`config.mk`:
```
export PLATFORM = sky130hd
export DESIGN_NAME = mte_engine
export DESIGN_NICKNAME = d
export VERILOG_FILES = /design/src/rtl/mte_pkg.sv /design/src/rtl/mte_index_seq.sv /design/src/rtl/mte_data_gen.sv /design/src/rtl/mte_engine.sv
export SDC_FILE = /design/constraint.sdc
export NUM_CORES = 1
export LEC_CHECK = 0
export BUFFER_PORTS_ARGS = -buffer_cell sky130_fd_sc_hd__buf_4
export CAP_MARGIN = 10
export CORE_UTILIZATION = 55
export CTS_CLUSTER_DIAMETER = 200
export DETAILED_ROUTE_END_ITERATION = 12
export PLACE_DENSITY = 0.81
export SLEW_MARGIN = 15
export SYNTH_ARGS = -nofsm -noshare
export SYNTH_HDL_FRONTEND = slang
export SYNTH_SLANG_ARGS = --single-unit
```
`constraint.sdc`:
```
create_clock -name clk -period 5.3 [get_ports clk]
set_input_delay 0.795 -clock clk [delete_from_list [all_inputs] [get_ports clk]]
set_output_delay 0.795 -clock clk [all_outputs]
set_load 0.01 [all_outputs]
```
`src/rtl/mte_pkg.sv`:
```
package mte_pkg;

  typedef enum logic [1:0] {
    PAT_FIXED  = 2'd0,
    PAT_ADDR   = 2'd1,
    PAT_SCRAM  = 2'd2,
    PAT_FIXED2 = 2'd3
  } pat_mode_e;

  typedef enum logic [1:0] {
    ST_IDLE = 2'd0,
    ST_REQ  = 2'd1,
    ST_RSP  = 2'd2
  } eng_state_e;

  localparam logic [31:0] DATA_SEED = 32'h1D87_2B41;
  localparam logic [31:0] DATA_POLY = 32'hA300_0000;

  // Feedback tap masks for maximal-length index LFSRs of width 2..16
  function automatic logic [15:0] idx_taps(input int unsigned n);
    case (n)
      2:       idx_taps = 16'h0003;
      3:       idx_taps = 16'h0006;
      4:       idx_taps = 16'h000C;
      5:       idx_taps = 16'h0014;
      6:       idx_taps = 16'h0030;
      7:       idx_taps = 16'h0060;
      8:       idx_taps = 16'h00B8;
      9:       idx_taps = 16'h0110;
      10:      idx_taps = 16'h0240;
      11:      idx_taps = 16'h0500;
      12:      idx_taps = 16'h0E08;
      13:      idx_taps = 16'h1C80;
      14:      idx_taps = 16'h3802;
      15:      idx_taps = 16'h6000;
      16:      idx_taps = 16'hD008;
      default: idx_taps = 16'h0000;
    endcase
  endfunction

endpackage

```
`src/rtl/mte_index_seq.sv`:
```
module mte_index_seq #(
  parameter int IDX_W = 12,
  parameter int LW    = $clog2(IDX_W + 1)
) (
  input  logic             clk,
  input  logic             rst_n,
  input  logic             init,
  input  logic             adv,
  input  logic             scram,
  input  logic [LW-1:0]    len_log2,
  output logic [IDX_W-1:0] idx,
  output logic             last
);
  import mte_pkg::*;

  logic [IDX_W-1:0] cnt_q, cnt_d, idx_q, idx_d;
  logic [IDX_W:0]   one_sh;
  logic [IDX_W-1:0] len_mask, taps, lfsr_nx;
  logic             seq_en;

  assign one_sh   = (IDX_W+1)'(1) << len_log2;
  assign len_mask = one_sh[IDX_W-1:0] - IDX_W'(1);
  assign taps     = IDX_W'(idx_taps(int'(len_log2)));
  assign lfsr_nx  = ({idx_q[IDX_W-2:0], ^(idx_q & taps)}) & len_mask;
  assign seq_en   = init | adv;

  always_comb begin
    cnt_d = cnt_q;
    idx_d = idx_q;
    if (init) begin
      cnt_d = '0;
      idx_d = (scram && (len_log2 != '0)) ? IDX_W'(1) : '0;
    end else if (adv) begin
      cnt_d = cnt_q + IDX_W'(1);
      if (!scram)                                idx_d = idx_q + IDX_W'(1);
      else if ((cnt_q + IDX_W'(1)) == len_mask)  idx_d = '0;
      else                                       idx_d = lfsr_nx;
    end
  end

  always_ff @(posedge clk or negedge rst_n) begin
    if (!rst_n) begin
      cnt_q <= '0;
      idx_q <= '0;
    end else if (seq_en) begin
      cnt_q <= cnt_d;
      idx_q <= idx_d;
    end
  end

  assign idx  = idx_q;
  assign last = (cnt_q == len_mask);
endmodule

```
`src/rtl/mte_data_gen.sv`:
```
module mte_data_gen (
  input  logic        clk,
  input  logic        rst_n,
  input  logic        init,
  input  logic        adv,
  input  logic [1:0]  mode,
  input  logic [31:0] value,
  input  logic [31:0] addr,
  output logic [31:0] pattern
);
  import mte_pkg::*;

  logic [31:0] lfsr_q, lfsr_d;
  logic        lfsr_en;

  assign lfsr_en = init | adv;

  always_comb begin
    if (init) lfsr_d = DATA_SEED;
    else      lfsr_d = (lfsr_q >> 1) ^ (lfsr_q[0] ? DATA_POLY : 32'h0);
  end

  always_ff @(posedge clk or negedge rst_n) begin
    if (!rst_n)       lfsr_q <= DATA_SEED;
    else if (lfsr_en) lfsr_q <= lfsr_d;
  end

  always_comb begin
    case (pat_mode_e'(mode))
      PAT_ADDR:  pattern = addr;
      PAT_SCRAM: pattern = lfsr_q;
      default:   pattern = value;
    endcase
  end
endmodule

```
`src/rtl/mte_engine.sv`:
```
module mte_engine #(
  parameter int IDX_W = 12,
  parameter int LW    = $clog2(IDX_W + 1)
) (
  input  logic          clk,
  input  logic          rst_n,
  input  logic [31:0]   cfg_base,
  input  logic [LW-1:0] cfg_len_log2,
  input  logic [1:0]    cfg_mode,
  input  logic          cfg_check,
  input  logic [31:0]   cfg_value,
  input  logic          start,
  output logic          busy,
  output logic          done,
  output logic [31:0]   err_addr,
  output logic          mem_valid,
  input  logic          mem_ready,
  output logic          mem_write,
  output logic [31:0]   mem_addr,
  output logic [31:0]   mem_wdata,
  input  logic [31:0]   mem_rdata
);
  import mte_pkg::*;

  eng_state_e       state_q, state_d;
  logic [31:0]      base_q, value_q, err_q, err_d;
  logic [LW-1:0]    len_q, len_eff, len_sel;
  logic [1:0]       mode_q, mode_sel;
  logic             check_q, done_q, done_d;
  logic             ld_cfg, seq_init, seq_adv, last;
  logic [IDX_W-1:0] idx;
  logic [31:0]      pattern;

  assign len_eff  = (cfg_len_log2 > LW'(IDX_W)) ? LW'(IDX_W) : cfg_len_log2;
  assign len_sel  = ld_cfg ? len_eff  : len_q;
  assign mode_sel = ld_cfg ? cfg_mode : mode_q;

  mte_index_seq #(.IDX_W(IDX_W), .LW(LW)) u_seq (
    .clk      (clk),
    .rst_n    (rst_n),
    .init     (seq_init),
    .adv      (seq_adv),
    .scram    (mode_sel == PAT_SCRAM),
    .len_log2 (len_sel),
    .idx      (idx),
    .last     (last)
  );

  assign mem_addr = base_q + (32'(idx) << 2);

  mte_data_gen u_gen (
    .clk     (clk),
    .rst_n   (rst_n),
    .init    (seq_init),
    .adv     (seq_adv),
    .mode    (mode_q),
    .value   (value_q),
    .addr    (mem_addr),
    .pattern (pattern)
  );

  always_comb begin
    state_d   = state_q;
    done_d    = done_q;
    err_d     = err_q;
    ld_cfg    = 1'b0;
    seq_init  = 1'b0;
    seq_adv   = 1'b0;
    mem_valid = 1'b0;
    case (state_q)
      ST_IDLE: if (start) begin
        ld_cfg   = 1'b1;
        seq_init = 1'b1;
        done_d   = 1'b0;
        err_d    = '1;
        state_d  = ST_REQ;
      end
      ST_REQ: begin
        mem_valid = 1'b1;
        if (mem_ready) begin
          if (check_q) state_d = ST_RSP;
          else if (last) begin
            done_d  = 1'b1;
            state_d = ST_IDLE;
          end else seq_adv = 1'b1;
        end
      end
      ST_RSP: begin
        if (mem_rdata != pattern) begin
          err_d   = mem_addr;
          done_d  = 1'b1;
          state_d = ST_IDLE;
        end else if (last) begin
          done_d  = 1'b1;
          state_d = ST_IDLE;
        end else begin
          seq_adv = 1'b1;
          state_d = ST_REQ;
        end
      end
      default: state_d = ST_IDLE;
    endcase
  end

  always_ff @(posedge clk or negedge rst_n) begin
    if (!rst_n) begin
      state_q <= ST_IDLE;
      done_q  <= 1'b0;
      err_q   <= '1;
    end else begin
      state_q <= state_d;
      done_q  <= done_d;
      err_q   <= err_d;
    end
  end

  always_ff @(posedge clk or negedge rst_n) begin
    if (!rst_n) begin
      base_q  <= '0;
      value_q <= '0;
      len_q   <= '0;
      mode_q  <= '0;
      check_q <= 1'b0;
    end else if (ld_cfg) begin
      base_q  <= {cfg_base[31:2], 2'b00};
      value_q <= cfg_value;
      len_q   <= len_eff;
      mode_q  <= cfg_mode;
      check_q <= cfg_check;
    end
  end

  assign busy      = (state_q != ST_IDLE);
  assign done      = done_q;
  assign err_addr  = err_q;
  assign mem_write = ~check_q;
  assign mem_wdata = pattern;
endmodule

```
; Yosys cells after proc, flatten, opt, wreduce, memory -nomap -nowiden
; Memories as Yosys holds them, arrays and structs flattened.
; Cells that the tools add are included.
[totals]
regBits = 160
rom_bits = 240
in_bits = 107
out_inout_bits = 100
elab_cells = 85
mem_count = 1
[memory_table]
columns = memory, depth, width, read_ports, rd_clocked_by_memory_dff, write_ports, line
row1 = (name not given), 16, 15, 1, 0, 0, mte_pkg.sv:21  ; case (n)
[classes]
addsub = 4
n_lt_le_gt_ge = 1
n_eq_ne = 13
shift = 1
muxes = 37
n_bitwise = 5
n_reduce_logical = 12
[ops]
columns = op, n
row1 = 2-to-1 mux 32 bit, 4
row2 = one-hot mux 32 bit (2 select lines), 2
row3 = 2-to-1 mux 12 bit, 6
row4 = adder 32 x 14 -> 32 bit, 1
row5 = inequality test 32 bit, 1
row6 = XOR 31 x 32 -> 32 bit, 1
row7 = adder 12 x 1 -> 12 bit (second input constant), 2
row8 = bitwise AND 12 bit, 2
row9 = == test 12 bit, 2
row10 = 2-to-1 mux 1 bit, 15
row11 = XOR reduction 12 bit, 1
row12 = left shift 1 x 4 -> 12 bit (first input constant), 1
row13 = subtractor 12 x 1 -> 12 bit (second input constant), 1
row14 = 2-to-1 mux 2 bit, 5
row15 = 2-to-1 mux 4 bit, 2
row16 = inequality test 2 bit (second input constant), 4
row17 = == test 2 bit (second input constant), 3
row18 = one-hot mux 2 bit (3 select lines), 1
row19 = AND reduction 3 bit, 2
row20 = nonzero test 2 bit, 3
row21 = == test 2 x 1 -> 1 bit (second input constant), 2
row22 = > comparator 4 bit (second input constant), 1
row23 = AND reduction 4 bit, 1
row24 = nonzero test 4 bit, 1
row25 = 9 further kinds, 9

; Depth between registers and ports, before layout
; Gate-level depths: netlist of the first run.
[logic_depth]
depth_word = 12
mapped_depth = 23
ltp_nobuf = 20

; Modules after synthesis
; A second synthesis of the first run with hierarchy kept.
[unflattened]
cells_unflattened = 1000
hier_area_um2 = 9895.7
[modules_own_cells]
columns = module, n_inst, cells_per_inst, area_each_um2, seq_area_each_um2
row1 = mte_engine, 1, 462, 5327.6, 2616.3
row2 = mte_index_seq, 1, 317, 2553.7, 600.6
row3 = mte_data_gen, 1, 221, 2014.4, 818.3

; Worst setup path after synthesis of the first run
; Ideal clock, no wire load.
[synth_path]
path_type = input -> register
from = in start
to = reg u_gen.lfsr_q[16]
setup_time_ns = 0.076
arrival_ns = 4.942
t_required_ns = 5.224
path_slack_ns = 0.281
path_stages = 19
path_buffers = 5
path_cell_list = clkbuf_1 nand2_1 a22oi_1 ha_1 clkbuf_1 o21ai_0 ha_1 clkbuf_1 xor2_1 o211ai_1 o221ai_1 xor2_1 or2_2 nand4bb_1 and2_1 clkbuf_1 nand2_1 buf_1 mux2i_1
[synth_via]
elab_chain_cells = 11
word_cells_on_any_way = 13
cone_classes = add/sub (1) / eq/ne (1) / shift (1) / mux (9) / bitwise (1)
[synth_rtl]
columns = item, line
row1 = "start, declared", mte_engine.sv:12  ; input logic start,
row2 = 2-to-1 mux 1 bit *, mte_engine.sv:71  ; ST_IDLE: if (start) begin
row3 = 2-to-1 mux 1 bit *, mte_engine.sv:70  ; case (state_q)
row4 = 2-to-1 mux 4 bit, --
row5 = left shift 1 x 4 -> 12 bit, mte_index_seq.sv:21  ; assign one_sh = (IDX_W+1)'(1) << len_log2;
row6 = subtractor 12 x 1 -> 12 bit, mte_index_seq.sv:22  ; assign len_mask = one_sh[IDX_W-1:0] - IDX_W'(1);
row7 = == test 12 bit, mte_index_seq.sv:52  ; assign last = (cnt_q == len_mask);
row8 = 2-to-1 mux 1 bit, "mte_engine.sv:82, mte_engine.sv:93"
row9 = 2-to-1 mux 1 bit, mte_engine.sv:81  ; if (check_q) state_d = ST_RSP;
row10 = 2-to-1 mux 1 bit, mte_engine.sv:80  ; if (mem_ready) begin
row11 = one-hot mux 1 bit (2 select lines), mte_engine.sv:70
row12 = OR 1 bit, mte_data_gen.sv:16  ; assign lfsr_en = init | adv;
row13 = "end signal, assigned", mte_data_gen.sv:25  ; else if (lfsr_en) lfsr_q <= lfsr_d;
row14 = "end, declared", mte_data_gen.sv:13  ; logic [31:0] lfsr_q, lfsr_d;
; Mark *: on every way between the ends. The rest lies on a longest branch, timed or not.
; A chain may end at the register's enable or synchronous reset.

; Worst setup path after layout of the first run
[layout_path]
from = reg u_seq.idx_q[1], in the netlist u_seq.idx[1]
to = reg u_seq.idx_q[3], in the netlist u_seq.idx[3]
[layout_via]
elab_chain_cells = 7
word_cells_on_any_way = 12
cone_classes = add/sub (2) / eq/ne (1) / mux (6) / bitwise (1) / reduce/logical (2)
[layout_rtl]
columns = item, line
row1 = "start, declared", mte_index_seq.sv:16  ; logic [IDX_W-1:0] cnt_q, cnt_d, idx_q, idx_d;
row2 = "start signal, assigned", mte_index_seq.sv:47  ; idx_q <= idx_d;
row3 = adder 32 x 14 -> 32 bit, mte_engine.sv:49  ; assign mem_addr = base_q + (32'(idx) << 2);
row4 = one-hot mux 32 bit (2 select lines), mte_data_gen.sv:29  ; case (pat_mode_e'(mode))
row5 = inequality test 32 bit, mte_engine.sv:89  ; if (mem_rdata != pattern) begin
row6 = 2-to-1 mux 1 bit, mte_engine.sv:89
row7 = one-hot mux 1 bit (2 select lines), mte_engine.sv:70
row8 = nonzero test 2 bit (no line) or OR 1 bit (tied branches), --
row9 = AND reduction 2 bit (no line), --
; Parallel ways exist; a longest one is shown, timed or not. The select of a mux whose other input is x is not followed.

==> impl_results.md, run 1 <==
* Most used flip-flop cell after synthesis: dfrtp_1
* Outcome: complete, no violations
* First-pass GRT wire length at about 57000 um
* Synth warn at 0
* Root buffer cell: clkbuf_16
* Core Area at 19600 um2
* Gp weighted congestion at just under 1
* Hold Vio Cnt, Final at 0
* Clk pin slew, worst setup/hold paths at 0.08 ns
* Hold buffers post-CTS at 0
* Die area at around 21000 um2
* Register area share after synthesis at 36.4%
* Met1 GRT Util at 49.7%
* Commonest non-fill, non-tap cells in the layout: 261 x nand2_1, 257 x buf_4, 114 x dfrtp_1
* Crit-path slowest cell: or4_1
* WP data required at 5.67 ns
* Share of layout cells above drive strength 1 at 25.6%
* Vias per cell at 6.24
* Dpl ws at 0.292 ns
* Antenna viol nets, final at 0
* Peak VDD IR at approximately 0.00035 V
* Max-Cap Viols at 0
* # DRC at 0
* GRT Total Usage at 36.7%
* Tightest Hold Check Type: in2async
* Slew margin rel. at about 22%
* Final nets at 1669
* Pin count of the biggest net entering global routing at 83
* Setup bufs post-CTS at 0
* Port Buf Inserts at approximately 200
* FF/Latch Area at 4040 um2
* Die height at approximately 140 um
* CP Cell Sequence: inv_1 > fa_1 > nand2b_2 > a211oi_4 > o21ai_2 > o21a_1 > or4_1 > a21oi_1 > mux2_1 > a2111o_1 > or2_2 > o31a_1 > buf_12 > buf_4 > nor4_1 > a311o_1
* Top-Level Pins at 207
* Post-CTS sizing at 0
* Core Util, Final at a little over two thirds
* Vias at 11300
* Crit-path max FO at 25
* TritonRoute pass-1 iters at 5
* RSZ-0062 raised after global routing: false
* Leak pwr at 0.00629 uW
* Worst-Skew Late Latency at 0.44 ns
* Multi-input gate area at roughly 6400 um2
* F_max at 0.197 GHz
* Avg WL per Cell at roughly 21 um
* Part of the cycle the worst path needs at 96.0%
* Number of synthesized flops with an enable pin at 0
* Mapped cell area at 11100 um2
* Final Max Tran Viols at 0
* Pwr Density at 761 nW/um2
* Setup TNS at 0 ns
* Synth cell types at 89
* Filler cells at 1599
* # rows at 51
* Vias in the first global route at 10200
* Critical Path AT at 5.45 ns
* DR iter-0 viols at 1313
* Commonest non-fill, non-tap cell in the layout: nand2_1
* #FFs+latches synth at 159
* GRT overflow at 0
* Final Worst Setup Slack at around 0.21 ns
* Crit-path max cell delay at 0.57 ns
* Min Clock Period, post-route at 5.09 ns
* Ant diodes at 0
* Met2 usage at 58.7%
* Post-Route WL at between 30000 and 40000 um
* CTS tree: built
* Setup Skew at 0.0139 ns
* Mean post-synth cell area at 8.21 um2
* Effective utilization at floorplan at 56.6%
* Crit Path Class: reg2reg
* Busiest grt layer: met2
* Worst Tran Pin Value at 1.17 ns
* Mapped Cells at roughly 1400
* Async S/R FF share, synth at 100%
* Inserted Clock Buffers at 17
* CP startpoint kind: register
* Die Wd at 144 um
* Depth of the CTS H-tree at 4
* HPWL after DPL at 28200 um
* Initial antenna violation count at 1
* CTS sink cnt at 159
* Clk buf depth at 2
* Endpoints failing setup at 0
* Area grow syn2layout at 23.2%
* Met3 GRT Util at under 10%
* Critical path capture point type: register
-- critical path, delay by kind of cell, from the launching register on --
kind | cells | cell delay, ns
adders and majority gates | 1 | 0.45
DFF | 1 | 0.49
AOI/OAI and AO/OA | 7 | 1.76
and+or+nand+nor | 4 | 1.44
buffers and inverters | 3 | 0.50
muxes | 1 | 0.37
-- routing by layer --
metal	wire length [um]	up-vias
met5	0	-
met1	15200	5419
met3	3690	100
met2	17500	674
met4	1310	0
li1	-	5123
-- kinds of logic (layout without fill, tap and decap cells) --
logic type | Yosys count | after routing | share of synthesized area (%)
xor gates and xnor gates | 81 | 81 | 6.40
muxes | 60 | 60 | 5.70
other | 1 | 2 | 0.0338
AOI/OAI and AO/OA | 312 | 312 | 19.0
DFF | 159 | 159 | 36.4
and+or+nand+nor | 542 | 542 | 23.1
adders and majority gates | 27 | 27 | 3.12
buffers and inverters | 169 | 365 | 6.30
-- state kept, by name, indices dropped and copies added (netlist names) --
register      count
err_addr         31
value_q          32
len_q             4
state_q           2
base_q           30
check_q           1
u_seq.cnt_q      12
mode_q            2
done              1
u_gen.lfsr_q     32
u_seq.idx        12
-- synthesized netlist by cell type, types with 5 or more instances --
cell type / count / area, um2
buf_2: 18 / 90.1
buf_4: 5 / 37.5
nor2b_1: 8 / 50.1
nand3_1: 57 / 285
nand2_1: 262 / 983
o21ai_0: 71 / 355
inv_1: 67 / 251
a21oi_1: 69 / 345
and3_1: 19 / 119
o2111ai_1: 6 / 52.6
mux2i_1: 35 / 350
clkbuf_1: 70 / 263
nand4_1: 16 / 100
o21ai_1: 6 / 30.0
nand2b_1: 12 / 75.1
xnor2_1: 45 / 394
a221oi_1: 7 / 61.3
a31oi_1: 15 / 93.8
nor4_1: 15 / 93.8
o211ai_1: 14 / 105
ha_1: 26 / 325
or4_1: 14 / 105
a22o_1: 5 / 43.8
and4_1: 6 / 52.6
o21a_1: 6 / 45.0
a211o_1: 6 / 52.6
mux2_2: 24 / 270
a22oi_1: 17 / 128
a21o_1: 7 / 52.6
o31ai_1: 16 / 120
or2_2: 8 / 50.1
nor2_1: 69 / 259
a211oi_1: 13 / 97.6
and2_1: 8 / 50.1
xor2_1: 36 / 315
or3_1: 12 / 75.1
dfstp_2: 45 / 1180
dfrtp_1: 114 / 2850
nor3_1: 18 / 90.1
-- power breakdown --
part,switching [uW],internal [uW]
clock network,624,636
registers,464,1740
logic,4100,2830
total,5190,5210
-- stage by stage --
stage | hold WS (ns) | instance area (um2) | std cells | total power, uW
global placement | 0.458 | 13100 | 1781 | 8860
detailed placement | 0.462 | 13100 | 1781 | 8960
CTS | 0.376 | 13700 | 1813 | 10200
floorplan | 0.445 | 11100 | 1352 | 6090
global route | 0.393 | 13700 | 1813 | 11000
finish | 0.314 | 13700 | 1813 | 10400
-- area by class of cell --
cell class / count / area share, %
multi-input combinational: 1024 / 46.7
sequential: 159 / 29.5
timing repair buffer: 264 / 15.1
clock buffer: 18 / 3.14
tap: 265 / 2.43
inverter: 69 / 1.90
clock inverter: 14 / 1.24
-- path summary, 6_finish.rpt --
check	start	to	slack, ns	cells after the start
max in group asynchronous	rst_n	u_seq.idx[11]$_DFFE_PN0P_	3.85	2
worst min register to register	err_addr[25]$_DFFE_PN1P_	err_addr[25]$_DFFE_PN1P_	0.47	2
worst min-delay path	rst_n	base_q[28]$_DFFE_PN0N_	0.31	1
min in group clk	err_addr[25]$_DFFE_PN1P_	err_addr[25]$_DFFE_PN1P_	0.47	2
worst max register to register	u_seq.idx[1]$_DFFE_PN0P_	u_seq.idx[3]$_DFFE_PN0P_	0.21	16
worst max-delay path	u_seq.idx[1]$_DFFE_PN0P_	u_seq.idx[3]$_DFFE_PN0P_	0.21	16
No activity file was read; power rests on OpenSTA's default activity.
==> inputs of run 2 (changes only) <==
Settings changed: BUFFER_PORTS_ARGS -buffer_cell sky130_fd_sc_hd__buf_4 to not set, DONT_BUFFER_PORTS set to 1, PLACE_DENSITY 0.81 to 0.72.
Clock period 5.3 ns to 6.45 ns, I/O delays scaled along.
==> impl_results.md, run 2 (synthesis gave the netlist of run 1 again) <==
* Setup bufs post-CTS at 0 (unchanged)
* Setup Skew at 0.0119 ns (was 0.0139 ns)
* GRT Total Usage at 33.8% (was 36.7%)
* Multi-input gate area at 6370 um2 (about the same)
* Crit-path max cell delay at 0.62 ns (was 0.57 ns)
* Port Buf Inserts at 0 (was 202)
* Vias per cell at 6.45 (was 6.24)
* Crit-path slowest cell: o31a_1 (was or4_1)
* Int Pwr at 3540 uW (was 5210 uW)
* Filler cells at 1791 (was 1599)
* Ant diodes at 0 (unchanged)
* CP startpoint kind: register (unchanged)
* Crit-path max FO at 29 (was 25)
* Overall Power at 7530 uW (was 10400 uW)
* Critical Path AT at 6.12 ns (was 5.45 ns)
* P_sw at 4000 uW (was 5190 uW)
* Die area at 20700 um2 (unchanged)
* Part of the cycle the worst path needs at 89.3% (was 96.0%)
* Clk pin slew, worst setup/hold paths at 0.07 ns (was 0.08 ns)
* Min Clock Period, post-route at 5.76 ns (was 5.09 ns)
* Post-CTS sizing at 0 (unchanged)
* WP data required at 6.81 ns (was 5.67 ns)
* Core Area at 19600 um2 (unchanged)
* First-pass GRT wire length at 52600 um (was 56900 um)
* Worst-Skew Late Latency at 0.45 ns (was 0.44 ns)
* Die height at 144 um (unchanged)
* Worst Tran Pin Value at 1.06 ns (was 1.17 ns)
* WHS at 0.210 ns (was 0.314 ns)
* Final nets at 1435 (was 1669)
* Tightest Hold Check Type: in2async (unchanged)
* Dpl ws at 0.759 ns (was 0.292 ns)
* Vias in the first global route at 8921 (was 10200)
* Comb pwr share at 60.4% (was 66.6%)
* CTS tree: built (unchanged)
* Hold buffers post-CTS at 0 (unchanged)
* Final Worst Setup Slack at 0.692 ns (was 0.213 ns)
* Inserted Clock Buffers at 17 (unchanged)
* DR iter-0 viols at 1130 (was 1313)
* Hold Vio Cnt, Final at 0 (unchanged)
* Endpoints failing setup at 0 (unchanged)
* Peak VDD IR at 0.000235 V (was 0.000351 V)
* Leak pwr at 0.00516 uW (was 0.00629 uW)
* Final Max Tran Viols at 0 (unchanged)
* Commonest non-fill, non-tap cells in the layout: 261 x nand2_1, 114 x dfrtp_1, 71 x o21ai_0 (was 261 x nand2_1, 257 x buf_4, 114 x dfrtp_1)
* Area grow syn2layout at 6.81% (was 23.2%)
* Avg WL per Cell at 22.2 um (was 20.8 um)
* Effective utilization at floorplan at 56.6% (unchanged)
* Clk buf depth at 2 (unchanged)
* # rows at 51 (unchanged)
* CP Cell Sequence: ha_1 > inv_1 > fa_1 > nand2b_2 > a211oi_4 > o21ai_2 > o21a_1 > or4_1 > a21oi_1 > mux2_1 > a2111o_1 > or2_2 > o31a_1 > nor2_2 > mux2i_1 (was inv_1 > fa_1 > nand2b_2 > a211oi_4 > o21ai_2 > o21a_1 > or4_1 > a21oi_1 > mux2_1 > a2111o_1 > or2_2 > o31a_1 > buf_12 > buf_4 > nor4_1 > a311o_1)
* Outcome: complete, no violations (unchanged)
* Sw Share at 53.1% (was 49.9%)
* Initial antenna violation count at 1 (unchanged)
* FF/Latch Area at 4040 um2 (unchanged)
* Antenna viol nets, final at 0 (unchanged)
* F_max at 0.174 GHz (was 0.197 GHz)
* Pin count of the biggest net entering global routing at 160 (was 83)
* TritonRoute pass-1 iters at 6 (was 5)
* RSZ-0062 raised after global routing: false (unchanged)
* Vias at 10200 (was 11300)
* Depth of the CTS H-tree at 4 (unchanged)
* Sequential Power Share at 25.1% (was 21.2%)
* HPWL after DPL at 25700 um (was 28200 um)
* Pwr Density at 636 nW/um2 (was 761 nW/um2)
* CP bufs+invs at 1 (was 3)
* Crit-path leading delay family: compound AO/OA/AOI/OAI gates (unchanged)
* # DRC at 0 (unchanged)
* Share of layout cells above drive strength 1 at 12.4% (was 25.6%)
* Setup TNS at 0 ns (unchanged)
* Crit Path Class: reg2reg (unchanged)
* Die Wd at 144 um (unchanged)
* CTS sink cnt at 159 (unchanged)
* Top-Level Pins at 207 (unchanged)
* Post-Route WL at 35000 um (was 37700 um)
* Gp weighted congestion at 0.982 (was 0.988)
* Root buffer cell: clkbuf_16 (unchanged)
* Critical path capture point type: register (unchanged)
* Commonest non-fill, non-tap cell in the layout: nand2_1 (unchanged)
* Max-Cap Viols at 0 (unchanged)
* Clock Power Share at 14.5% (was 12.1%)
* Slew margin rel. at 29.2% (was 21.8%)
* GRT overflow at 0 (unchanged)
## run 2: power groups by stage
stage,clock network (uW),registers [uW],logic (uW)
final,1090,1890,4550
after global routing,1140,1940,4900
after CTS,1100,1880,4440
after detailed placement,0,1890,4420
after global placement,0,1880,4380
after floorplan,0,1690,3310
## run 2: worst paths after layout
kind	from	endpoint	slack [ns]	depth (start not counted)
setup / recovery	u_seq.idx[0]$_DFFE_PN0P_	u_gen.lfsr_q[31]$_DFFE_PN0P_	0.69	15
hold / removal	rst_n	base_q[4]$_DFFE_PN0N_	0.21	0
setup reg to reg	u_seq.idx[0]$_DFFE_PN0P_	u_gen.lfsr_q[31]$_DFFE_PN0P_	0.69	15
hold reg to reg	value_q[12]$_DFFE_PN0N_	value_q[12]$_DFFE_PN0N_	0.48	2
max in group asynchronous	rst_n	u_gen.lfsr_q[11]$_DFFE_PN1P_	5.84	0
min in group clk	value_q[12]$_DFFE_PN0N_	value_q[12]$_DFFE_PN0N_	0.48	2
## run 2: metrics by stage
stage	std cells	utilization, %	cell area (um2)
floorplan	1352	-	11100
global placement	1547	57.3	11200
detailed placement	1547	57.3	11200
CTS	1579	60.4	11800
global route	1579	60.4	11800
finish	1579	60.4	11800
## run 2: layout make-up
cell class | count | share of cell area [%]
multi-input combinational | 1024 | 53.8
sequential | 159 | 34.1
inverter | 69 | 2.19
timing repair buffer | 30 | 1.90
tap | 265 | 2.80
clock inverter | 15 | 1.65
clock buffer | 17 | 3.59
## run 2: metal layers
metal | part of all wire, % | GRT usage (%)
met5 | 0.037 | 0
met3 | 11 | 7.91
met1 | 43 | 48.1
met2 | 43 | 49.1
met4 | 3.2 | 13.5
